==> src/rtl/tws_pkg.sv <==
package tws_pkg;
    typedef enum logic {
        EDGE_SAMPLE_RISE = 1'b0,
        EDGE_SAMPLE_FALL = 1'b1
    } edge_mode_e;
endpackage

==> src/rtl/tws_sync.sv <==
module tws_sync #(
    parameter int STAGES = 2,
    parameter int W      = 1
) (
    input  logic         clk,
    input  logic         rst_n,
    input  logic [W-1:0] async_i,
    output logic [W-1:0] sync_o
);
    logic [STAGES-1:0][W-1:0] pipe_q;
    logic [STAGES-1:0][W-1:0] pipe_d;

    always_comb begin
        pipe_d[0] = async_i;
        for (int s = 1; s < STAGES; s++) begin
            pipe_d[s] = pipe_q[s-1];
        end
    end

    always_ff @(posedge clk or negedge rst_n) begin
        if (!rst_n) pipe_q <= '0;
        else        pipe_q <= pipe_d;
    end

    assign sync_o = pipe_q[STAGES-1];
endmodule

==> src/rtl/tws_edge_src.sv <==
module tws_edge_src (
    input  logic clk,
    input  logic rst_n,
    input  logic master,
    input  logic clk_toggle,
    input  logic ext_clk_s,
    output logic rise,
    output logic fall,
    output logic mclk
);
    typedef struct packed {
        logic mclk;
        logic line_prev;
    } src_t;

    src_t src_q, src_d;
    logic line;

    assign line = master ? src_q.mclk : ext_clk_s;

    always_comb begin
        src_d           = src_q;
        src_d.line_prev = line;
        if (master && clk_toggle) src_d.mclk = ~src_q.mclk;
    end

    always_ff @(posedge clk or negedge rst_n) begin
        if (!rst_n) src_q <= '0;
        else        src_q <= src_d;
    end

    assign rise = line & ~src_q.line_prev;
    assign fall = ~line & src_q.line_prev;
    assign mclk = src_q.mclk;

    AST_TOGGLE_FLIPS: assert property (@(posedge clk) disable iff (!rst_n)
        (master && clk_toggle) |=> (mclk != $past(mclk)));
    AST_LINE_HOLD: assert property (@(posedge clk) disable iff (!rst_n)
        (!master || !clk_toggle) |=> $stable(mclk));
endmodule

==> src/rtl/tws_core.sv <==
module tws_core
    import tws_pkg::*;
#(
    parameter int DW = 8,
    parameter int CW = 4
) (
    input  logic          clk,
    input  logic          rst_n,
    input  edge_mode_e    edge_mode,
    input  logic          rise,
    input  logic          fall,
    input  logic          din_s,
    input  logic          wr_data_en,
    input  logic [DW-1:0] wr_data,
    input  logic          wr_cnt_en,
    input  logic [CW-1:0] wr_cnt,
    input  logic          ovf_clr,
    output logic [DW-1:0] data_o,
    output logic [CW-1:0] cnt_o,
    output logic          ovf_o
);
    localparam logic [CW-1:0] CNT_LAST = '1;

    typedef struct packed {
        logic [DW-1:0] data;
        logic [CW-1:0] cnt;
        logic          latch;
        logic          ovf;
    } core_t;

    core_t st_q, st_d;
    logic  idle, smp, shf, any_edge, wrap;

    always_comb begin
        idle     = (st_q.cnt == '0);
        any_edge = rise | fall;
        smp      = (edge_mode == EDGE_SAMPLE_FALL) ? fall : rise;
        shf      = (edge_mode == EDGE_SAMPLE_FALL) ? rise : fall;
        wrap     = any_edge && (st_q.cnt == CNT_LAST);

        st_d = st_q;
        if (smp)      st_d.latch = din_s;
        if (shf)      st_d.data  = {st_q.data[DW-2:0], st_q.latch};
        if (any_edge) st_d.cnt   = st_q.cnt + 1'b1;
        if (idle && wr_data_en) st_d.data = wr_data;
        if (idle && wr_cnt_en)  st_d.cnt  = wr_cnt;
        if (ovf_clr)  st_d.ovf = 1'b0;
        if (wrap)     st_d.ovf = 1'b1;
    end

    always_ff @(posedge clk or negedge rst_n) begin
        if (!rst_n) st_q <= '0;
        else        st_q <= st_d;
    end

    assign data_o = st_q.data;
    assign cnt_o  = st_q.cnt;
    assign ovf_o  = st_q.ovf;

    AST_CNT_STEP: assert property (@(posedge clk) disable iff (!rst_n)
        ((rise || fall) && !(cnt_o == '0 && wr_cnt_en)) |=> (cnt_o == $past(cnt_o) + 1'b1));
    AST_OVF_SET: assert property (@(posedge clk) disable iff (!rst_n)
        ((rise || fall) && cnt_o == CNT_LAST) |=> ovf_o);
    AST_OVF_STICKY: assert property (@(posedge clk) disable iff (!rst_n)
        (ovf_o && !ovf_clr) |=> ovf_o);
    AST_BUSY_DATA: assert property (@(posedge clk) disable iff (!rst_n)
        (cnt_o != '0 && !shf) |=> $stable(data_o));
    AST_BUSY_CNT: assert property (@(posedge clk) disable iff (!rst_n)
        (cnt_o != '0 && !rise && !fall) |=> $stable(cnt_o));
endmodule

==> src/rtl/tws_shift_unit.sv <==
module tws_shift_unit
    import tws_pkg::*;
#(
    parameter int DW        = 8,
    parameter int CW        = 4,
    parameter int SYNC_DEPTH = 2
) (
    input  logic          clk,
    input  logic          rst_n,
    input  logic          master,
    input  logic          edge_mode,
    input  logic          ser_clk_in,
    input  logic          ser_din,
    output logic          ser_dout,
    output logic          ser_clk_out,
    input  logic          clk_toggle,
    input  logic          wr_data_en,
    input  logic [DW-1:0] wr_data,
    input  logic          wr_cnt_en,
    input  logic [CW-1:0] wr_cnt,
    input  logic          ovf_clr,
    output logic [DW-1:0] data_q,
    output logic [CW-1:0] cnt_q,
    output logic          ovf_flag,
    output logic          irq
);
    logic [1:0] pins_s;
    logic       rise, fall;
    edge_mode_e mode;

    assign mode = edge_mode_e'(edge_mode);

    tws_sync #(.STAGES(SYNC_DEPTH), .W(2)) i_sync (
        .clk     (clk),
        .rst_n   (rst_n),
        .async_i ({ser_din, ser_clk_in}),
        .sync_o  (pins_s)
    );

    tws_edge_src i_edge (
        .clk        (clk),
        .rst_n      (rst_n),
        .master     (master),
        .clk_toggle (clk_toggle),
        .ext_clk_s  (pins_s[0]),
        .rise       (rise),
        .fall       (fall),
        .mclk       (ser_clk_out)
    );

    tws_core #(.DW(DW), .CW(CW)) i_core (
        .clk        (clk),
        .rst_n      (rst_n),
        .edge_mode  (mode),
        .rise       (rise),
        .fall       (fall),
        .din_s      (pins_s[1]),
        .wr_data_en (wr_data_en),
        .wr_data    (wr_data),
        .wr_cnt_en  (wr_cnt_en),
        .wr_cnt     (wr_cnt),
        .ovf_clr    (ovf_clr),
        .data_o     (data_q),
        .cnt_o      (cnt_q),
        .ovf_o      (ovf_flag)
    );

    assign ser_dout = data_q[DW-1];
    assign irq      = ovf_flag;
endmodule

==> config.mk <==
export PLATFORM = sky130hd
export DESIGN_NAME = tws_shift_unit
export DESIGN_NICKNAME = d
export VERILOG_FILES = /design/src/rtl/tws_pkg.sv /design/src/rtl/tws_sync.sv /design/src/rtl/tws_edge_src.sv /design/src/rtl/tws_core.sv /design/src/rtl/tws_shift_unit.sv
export SDC_FILE = /design/constraint.sdc
export NUM_CORES = 1
export LEC_CHECK = 0
export BUFFER_PORTS_ARGS = -buffer_cell sky130_fd_sc_hd__buf_2
export CORE_UTILIZATION = 51
export DETAILED_ROUTE_END_ITERATION = 6
export PLACE_DENSITY = 0.83
export SLEW_MARGIN = 0
export SYNTH_ARGS = -nofsm -noshare
export SYNTH_HDL_FRONTEND = slang
export SYNTH_HIERARCHICAL = 1
export SYNTH_SLANG_ARGS = --single-unit
==> constraint.sdc <==
create_clock -name clk -period 2.7 [get_ports clk]
set_clock_uncertainty 0.1 [all_clocks]
set_input_delay 0.27 -clock clk [delete_from_list [all_inputs] [get_ports clk]]
set_output_delay 0.27 -clock clk [all_outputs]
set_load 0.01 [all_outputs]
==> results of run 1 <==
## per-layer routing
metal  vias up  GRT usage (%)
met4         0           5.29
met1       322           19.0
met2        24           36.7
met3         2           4.71
li1        352              -
met5         -              0
## layout make-up
type,count,area share [%]
repair buffers,40,18.3
well taps,25,2.66
clock buffers,4,3.09
multi-input cells,53,32.1
flip-flops and latches,20,42.6
inverters,4,1.28
## registers in the layout (all words and copies together) (netlist names)
register       flops
i_core/ovf_o       1
i_core/cnt_o       4
i_edge/src_q       1
i_sync/sync_o      2
i_edge/mclk        1
i_core/st_q        1
i_core/data_o      8
i_sync/pipe_d      2
## cell usage in the layout, fill, tap and decap left out, drive strengths merged, types with 3 or more instances in the layout
cell,count
buf,37
nand2,14
o21ai,13
mux2i,12
dfrtp,20
inv,4
dlygate4sd3,3
clkbuf,4
## final timing paths
| path | start | slack [ps] | end |
|---|---|---|---|
| setup / recovery | i_edge/mclk$_DFFE_PN0P_ | 980 | i_core/data_o[3]$_DFFE_PN0P_ |
| hold / removal | ovf_clr | 50 | i_core/ovf_o$_DFFE_PN0P_ |
| setup reg to reg | i_edge/mclk$_DFFE_PN0P_ | 980 | i_core/data_o[3]$_DFFE_PN0P_ |
| hold reg to reg | i_sync/pipe_d[3]$_DFF_PN0_ | 260 | i_sync/sync_o[1]$_DFF_PN0_ |
| max in group asynchronous | rst_n | 1860 | i_sync/sync_o[1]$_DFF_PN0_ |
| min in group asynchronous | rst_n | 330 | i_core/data_o[6]$_DFFE_PN0P_ |
## metrics by stage
stage	power [uW]	instances	worst slack (ps)	instance area [um^2]
after global routing	1290	146	862	1180
after CTS	1200	146	971	1180
final	1180	146	982	1180
after detailed placement	1020	139	949	1110
after floorplan	959	92	1130	1000
after global placement	991	139	1010	1110
## kinds of logic after synthesis
| family | Yosys count | share of synthesized area [%] |
|---|---|---|
| flops | 20 | 49.9 |
| buf+inv | 19 | 12.5 |
| simple gates | 19 | 9.10 |
| compound gates | 15 | 8.23 |
| mux | 13 | 14.3 |
| xor+xnor | 4 | 3.49 |
| fa+ha+maj | 2 | 2.49 |
## power breakdown
part / total [uW] / leakage (uW) / switching [uW] / internal [uW]
Clock: 169 / 0.0000210 / 86.5 / 82.1
Combinational: 493 / 0.000345 / 255 / 239
Sequential: 519 / 0.000242 / 102 / 417
## repair_timing
| action | in CTS | in global routing |
|---|---|---|
| hold endpoints to repair | 22 | 0 |
| setup endpoints to repair | 0 | 0 |
| hold buffers | 3 | 0 |
## critical path, cell delays in order, from the launching register on
cell and delay [ps]:
dfrtp_1 420, mux2i_1 220, nor2_1 160, mux2i_4 380
mux2i_1 250, o21ai_1 80
==> run metrics, run 1 <==
outcome=completed; Horiz. Die Dim=46.4 um; CTS tree=built; Tot GR Track Use=18.8%; routability-driven placement congestion ratio=0.758; worst skew pair latency=290 ps; 1st-iter DRT viols=9; Area growth, synth to finish=17.2%; diode count=0; DRC Markers=0; Synth Cell Area=1000 um^2; antenna-violating nets left=0; CP Data Required Time=2780 ps; CTS Buffer Depth=2; fin. max-slew vios=0; mean routed wirelength per cell=11.7 um; Cell Rows=15; Core Util, Final=66.0%; H-tree depth=1; top_reg_cell synth=dfrtp_1; Synth async-reset ratio=100%; period utilisation layout=63.6%; Detailed Place HPWL=1310 um; Synth Instances=92; die height=46.4 um; WL met3=80 um; multi-input logic area=378 um^2; DR vias/cell=4.79; worst-path fanout max=8; synth warn=6; endpoints failing setup=0; worst hold stages=2; syn_area_per_cell=10.9 um^2; Syn Nets=116; Buffers on Ports=37; Leak=0.000607 uW; #FFs+latches synth=20; root buffer cell=clkbuf_4; crit path time final=1720 ps; Startpoint Class=register; Max IR drop VDD=519 uV; cts repair resizes=0; Distinct cells, synth=17; number of post-CTS setup repair buffers=0; Worst Tran Pin Value=426 ps; Starting Density=56.3%; PD cells=1000 nW/um^2; EDFF count, synth=0; routed wl met2=906 um; vias=700; unrepaired setup endpoints after global routing=false; fill count=146; register area share after synthesis=49.9%; M1 WL=710 um; MaxCap Viol Count=0; critical path capture point type=register; Remaining Overflow, GRT=0; clock-pin slew on the worst setup and hold paths=110 ps; WL final=1700 um; Yosys top cell area share=49.9%; core footprint=1780 um^2; Worst EP arrival=1800 ps; Detailed Routing Iterations Pass 1=4; most common cell in the netlist=dfrtp_1; synth top area cells=dfrtp_1, mux2i_1, buf_4, nand2_1, o21ai_1; first-pass GRT wire length=2810 um; FF-to-FF path depth=5; CP Class=reg2reg; storage element area=500 um^2; Hold Slack=47.3 ps; layout cells sized above 1=37.2%; Synth area leader=dfrtp_1; final hold viol count=0; hold crit path type=in2reg; Nets=146; FMAX=0.582 GHz; largest net degree at the start of global routing=21; Sum Neg Setup Slack=0 ps; TritonCTS buffer count=3; Die Area=2150 um^2; relative slew slack=71.0%; clock sink total=20; io pins=38; number of global-route vias before repair=698; antenna violations before repair=0; Top Metal Used=met4; Post-synth top cells=dfrtp_1, buf_4, nand2_1
Power figures use the tool's default switching activity.
==> run 2: changes to the inputs <==
--- a/config.mk
+++ b/config.mk
@@ -6,9 +6,9 @@
 export NUM_CORES = 1
 export LEC_CHECK = 0
 export BUFFER_PORTS_ARGS = -buffer_cell sky130_fd_sc_hd__buf_2
-export CORE_UTILIZATION = 51
+export CORE_UTILIZATION = 43
 export DETAILED_ROUTE_END_ITERATION = 6
-export PLACE_DENSITY = 0.83
+export PLACE_DENSITY = 0.74
 export SLEW_MARGIN = 0
 export SYNTH_ARGS = -nofsm -noshare
 export SYNTH_HDL_FRONTEND = slang
==> constraint.sdc (replaced) <==
create_clock -name clk -period 1.5 [get_ports clk]
set_clock_uncertainty 0.1 [all_clocks]
set_input_delay 0.15 -clock clk [delete_from_list [all_inputs] [get_ports clk]]
set_output_delay 0.15 -clock clk [all_outputs]
set_load 0.01 [all_outputs]
==> run metrics, run 2 (synthesis results as in run 1) <==
fill count=190 (+30%); routability-driven placement congestion ratio=0.740 (-2.4%); first-pass GRT wire length=3180 um (+13%); Startpoint Class=register; antenna-violating nets left=0 (unchanged); FF-to-FF path depth=6 (+1); worst skew pair latency=290 ps (about the same); Max IR drop VDD=900 uV (+73%); DR vias/cell=4.68 (-2.5%); sequential share of power=40.3% (-3.6 points); antenna violations before repair=0 (unchanged); Tot GR Track Use=17.3% (-1.5 points); critical path capture point type=register; internal power=1420 uW (+93%); CTS tree=built; vias=781 (+12%); io pins=38 (unchanged); layout cells sized above 1=38.8% (+1.7 points); Buffers on Ports=37 (unchanged); DRC Markers=0 (unchanged); Core Util, Final=62.3% (-3.6 points); Leak=0.000692 uW (+14%); crit path time final=1560 ps (-163 ps); Crit. Startpoint=i_edge/mclk$_DFFE_PN0P_; Nets=165 (+13%); critical path, cell by cell=mux2i_4 -> and2_4 -> buf_4 -> o2111ai_1 -> xor2_1 -> nand2_1; endpoints failing setup=10 (+10); Worst path slowest cell=dfrtp_1; failing checks=negative setup slack; Remaining Overflow, GRT=0 (unchanged); H-tree depth=1 (unchanged); period utilisation layout=104% (+40 points); Cell Rows=17 (+2); core footprint=2210 um^2 (+24%); Horiz. Die Dim=50.3 um (+8.5%); clock-pin slew on the worst setup and hold paths=110 ps (about the same); clock sink total=20 (unchanged); relative slew slack=70.1% (-0.91 points); Starting Density=45.4% (-11 points); WL final=1980 um (+16%); hold crit path type=in2reg; commonest non-fill, non-tap cell in the layout=buf_2; Gate power share=49.0% (+7.2 points); worst min-delay path startpoint=clk_toggle; die height=50.3 um (+8.5%); most frequent cells in the layout=buf_2, dfrtp_1, dlygate4sd3_1; Clock power frac=10.7% (-3.6 points); Worst path max stage delay=430 ps (about the same); Detailed Routing Iterations Pass 1=2 (-2); unrepaired setup endpoints after global routing=true; CP Class=reg2reg; TritonCTS buffer count=3 (unchanged); 1st-iter DRT viols=3 (-6); Detailed Place HPWL=1360 um (+3.6%); worst-path fanout max=5 (-3); CTS Buffer Depth=2 (unchanged); Sw Share=37.6% (about the same); Placement Setup Slack=-56.9 ps (-1010 ps); largest net degree at the start of global routing=21 (unchanged); Die Area=2530 um^2 (+18%); Setup WS post-layout=-55.2 ps (-1040 ps); Worst EP arrival=1640 ps (-160 ps); outcome=finished with violations; multi-input logic area=403 um^2 (+6.6%); r2r startpoint=i_edge/mclk$_DFFE_PN0P_; P_sw=857 uW (+93%); FMAX=0.643 GHz (+10%); fin. max-slew vios=0 (unchanged); diode count=0 (unchanged); number of flip-flops in the largest register=8 (unchanged); Sum Neg Setup Slack=-387 ps (-387 ps); PD cells=1650 nW/um^2 (+65%); Worst Tran Pin Value=449 ps (+22.8 ps); Area growth, synth to finish=37.4%; MaxCap Viol Count=0 (unchanged); mean routed wirelength per cell=11.8 um (+1.6%); number of global-route vias before repair=757 (+8.5%); worst hold stages=3 (+1); storage element area=500 um^2 (unchanged); final hold viol count=0 (unchanged); root buffer cell=clkbuf_4; CP Data Required Time=1590 ps (-1190 ps)
## run 2: cell count changes in the layout (fill, tap and decap cells not counted), sizes merged
cell and change:
buf +6, clkbuf -1, dlygate4sd3 +13
## run 2: path summary, 6_finish.rpt
kind | end | slack [ps]
hold reg to reg | i_sync/sync_o[1]$_DFF_PN0_ | 260
setup / recovery | i_core/cnt_o[3]$_DFFE_PN0P_ | -60
setup reg to reg | i_core/cnt_o[3]$_DFFE_PN0P_ | -60
hold / removal | i_edge/mclk$_DFFE_PN0P_ | 20
min in group asynchronous | i_core/data_o[6]$_DFFE_PN0P_ | 220
max in group asynchronous | i_sync/pipe_d[3]$_DFF_PN0_ | 770
## run 2: routing by layer
layer,global-route usage [%],vias up,share of wire (%)
met5,0,-,0
met4,9.72,0,0.56
met3,4.55,2,5.1
met2,30.0,25,51
met1,19.0,365,43
li1,-,389,-
## run 2: power by group through the flow
stage	Sequential, uW	Clock [uW]	Combinational (uW)
6_report	919	244	1120
5_1_grt	947	283	1240
4_1_cts	920	259	1080
3_5_place_dp	924	0	1040
3_3_place_gp	905	0	1000
2_1_floorplan	909	0	836
## run 2: cell type report
cell class | instances | area share [%]
timing repair buffer | 59 | 29.2
sequential | 20 | 36.3
inverter | 4 | 1.09
tap | 28 | 2.54
clock buffer | 3 | 1.63
multi-input combinational | 53 | 29.2
## run 2: what timing repair did
item / CTS / global route
buffers inserted: 1 / 3
pin swaps: 0 / 1
resized for setup: 2 / 2
endpoints found under the hold margin: 35 / 0
endpoints found under the setup margin: 8 / 11
hold buffers: 16 / 0
## run 2: metrics by stage
stage	cells	hold slack, ps	total power [uW]	area, um^2
global route	167	8.73	2470	1380
CTS	165	9.57	2260	1360
floorplan	92	-246	1740	1010
finish	167	16.6	2280	1380
detailed placement	146	26.6	1960	1160
global placement	146	19.5	1910	1160
## run 2: critical path, delay by kind of cell (launching register included)
kind | cells | cell delay, ps
simple gates | 2 | 300
mux | 1 | 210
xor+xnor | 1 | 160
buf+inv | 1 | 130
flops | 1 | 430
compound gates | 1 | 110
==> run 3: changes to the inputs <==
--- a/config.mk
+++ b/config.mk
@@ -9,6 +9,7 @@
 export CORE_UTILIZATION = 43
 export DETAILED_ROUTE_END_ITERATION = 6
 export PLACE_DENSITY = 0.74
+export RECOVER_POWER = 100
 export SLEW_MARGIN = 0
 export SYNTH_ARGS = -nofsm -noshare
 export SYNTH_HDL_FRONTEND = slang
==> run metrics, run 3 (synthesis results as in run 1) <==
CP Data Required Time=1590 ps (about the same); critical path, cell by cell=mux2i_4 -> and2_4 -> buf_4 -> o2111ai_1 -> xor2_1 -> nand2_1; Starting Density=45.4% (unchanged); WL final=1980 um (about the same); DRC Markers=0 (unchanged); first-pass GRT wire length=3180 um (unchanged); Detailed Routing Iterations Pass 1=2 (unchanged); io pins=38 (unchanged); Post-Layout Cell Count=167 (unchanged); CP Class=reg2reg; 1st-iter DRT viols=3 (unchanged); Leak=0.000692 uW (about the same); core footprint=2210 um^2 (unchanged); H-tree depth=1 (unchanged); Detailed Place HPWL=1360 um (unchanged); Die Area=2530 um^2 (unchanged); antenna-violating nets left=0 (unchanged); number of flip-flops in the largest register=8 (unchanged); r2r startpoint=i_edge/mclk$_DFFE_PN0P_; CTS Buffer Depth=2 (unchanged); Sum Neg Setup Slack=-387 ps (unchanged); multi-input logic area=403 um^2 (unchanged); fin. max-slew vios=0 (unchanged); layout cells sized above 1=38.8% (unchanged); Hold Slack=16.6 ps (unchanged); Max IR drop VDD=900 uV (about the same); storage element area=500 um^2 (unchanged); die height=50.3 um (unchanged); hold crit path type=in2reg; endpoints failing setup=10 (unchanged); clock sink total=20 (unchanged); PD cells=1650 nW/um^2 (about the same); critical path capture point type=register; Setup WS post-layout=-55.2 ps (unchanged); unrepaired setup endpoints after global routing=true; Nets=165 (unchanged); Buffers on Ports=37 (unchanged); Cell Rows=17 (unchanged); Worst Tran Pin Value=499 ps (+50.3 ps); Worst path slowest cell=dfrtp_1; diode count=0 (unchanged); fill count=190 (unchanged); largest net degree at the start of global routing=21 (unchanged); root buffer cell=clkbuf_4; final hold viol count=0 (unchanged); Worst path max stage delay=430 ps (about the same); worst min-delay path startpoint=clk_toggle; routability-driven placement congestion ratio=0.740 (unchanged); worst skew pair latency=290 ps (about the same); DR vias/cell=4.68 (unchanged); antenna violations before repair=0 (unchanged); worst-path fanout max=5 (unchanged); Crit. Startpoint=i_edge/mclk$_DFFE_PN0P_; Tot GR Track Use=17.3% (unchanged); clock-pin slew on the worst setup and hold paths=110 ps (about the same); commonest non-fill, non-tap cell in the layout=buf_2; most frequent cells in the layout=buf_2, dfrtp_1, dlygate4sd3_1; placed cell count=146 (unchanged); TritonCTS buffer count=3 (unchanged); Total Power=2280 uW (about the same); vias=781 (unchanged); FMAX=0.643 GHz (unchanged); outcome=finished with violations; period utilisation layout=104% (unchanged); Remaining Overflow, GRT=0 (unchanged); CTS tree=built; Startpoint Class=register; mean routed wirelength per cell=11.8 um (about the same); Worst EP arrival=1640 ps (about the same); number of global-route vias before repair=757 (unchanged); Core Util, Final=62.3% (unchanged); relative slew slack=66.7% (-3.4 points); failing checks=negative setup slack; crit path time final=1560 ps (unchanged); MaxCap Viol Count=0 (unchanged); Area growth, synth to finish=37.4% (unchanged); Horiz. Die Dim=50.3 um (unchanged)
==> run 3: metal layers <==
layer  track usage, %  up-vias  share of wire, %
met4             9.72        0              0.56
li1                 -      389                 -
met1             19.0      365                43
met3             4.55        2               5.1
met5                0        -                 0
met2             30.0       25                51
==> run 3: path summary, 6_finish.rpt <==
kind / endpoint / slack [ps] / cells after the start
worst min register to register: i_sync/sync_o[1]$_DFF_PN0_ / 260 / 0
worst max-delay path: i_core/cnt_o[3]$_DFFE_PN0P_ / -60 / 6
worst min-delay path: i_edge/mclk$_DFFE_PN0P_ / 20 / 3
min in group asynchronous: i_core/data_o[6]$_DFFE_PN0P_ / 240 / 2
max in group asynchronous: i_sync/pipe_d[3]$_DFF_PN0_ / 720 / 2
worst max register to register: i_core/cnt_o[3]$_DFFE_PN0P_ / -60 / 6
==> run 3: area by class of cell <==
cell class | count | share of cell area [%]
flip-flops and latches | 20 | 36.3
multi-input cells | 53 | 29.2
repair buffers | 59 | 29.2
well taps | 28 | 2.54
clock buffers | 3 | 1.63
inverters | 4 | 1.09
==> run 3: timing repair <==
item                                   4_1_cts  5_1_grt
endpoints found under the hold margin       35        0
gates cloned                                 0        0
pin swaps                                    0        1
gates resized for setup                      2        2
setup endpoints to repair                    8       11
hold buffers                                16        0
setup buffers                                1        3
==> run 3: where the power goes <==
part           switching [uW]  internal [uW]
logic                     538            579
clock network             150           93.4
registers                 169            750
total                     857           1420
==> run 3: critical path, delay by kind of cell (launching register included) <==
| family | cells | cell delay (ps) |
|---|---|---|
| AOI/OAI and AO/OA | 1 | 110 |
| xor gates and xnor gates | 1 | 160 |
| buffers and inverters | 1 | 130 |
| DFF | 1 | 430 |
| muxes | 1 | 210 |
| and+or+nand+nor | 2 | 300 |
==> run 3: stage by stage <==
step | setup WS (ps) | area [um^2]
after floorplan | -48.9 | 1010
after global placement | 8.74 | 1160
after detailed placement | -56.9 | 1160
after CTS | -19.6 | 1360
after global routing | -131 | 1380
final | -55.2 | 1380
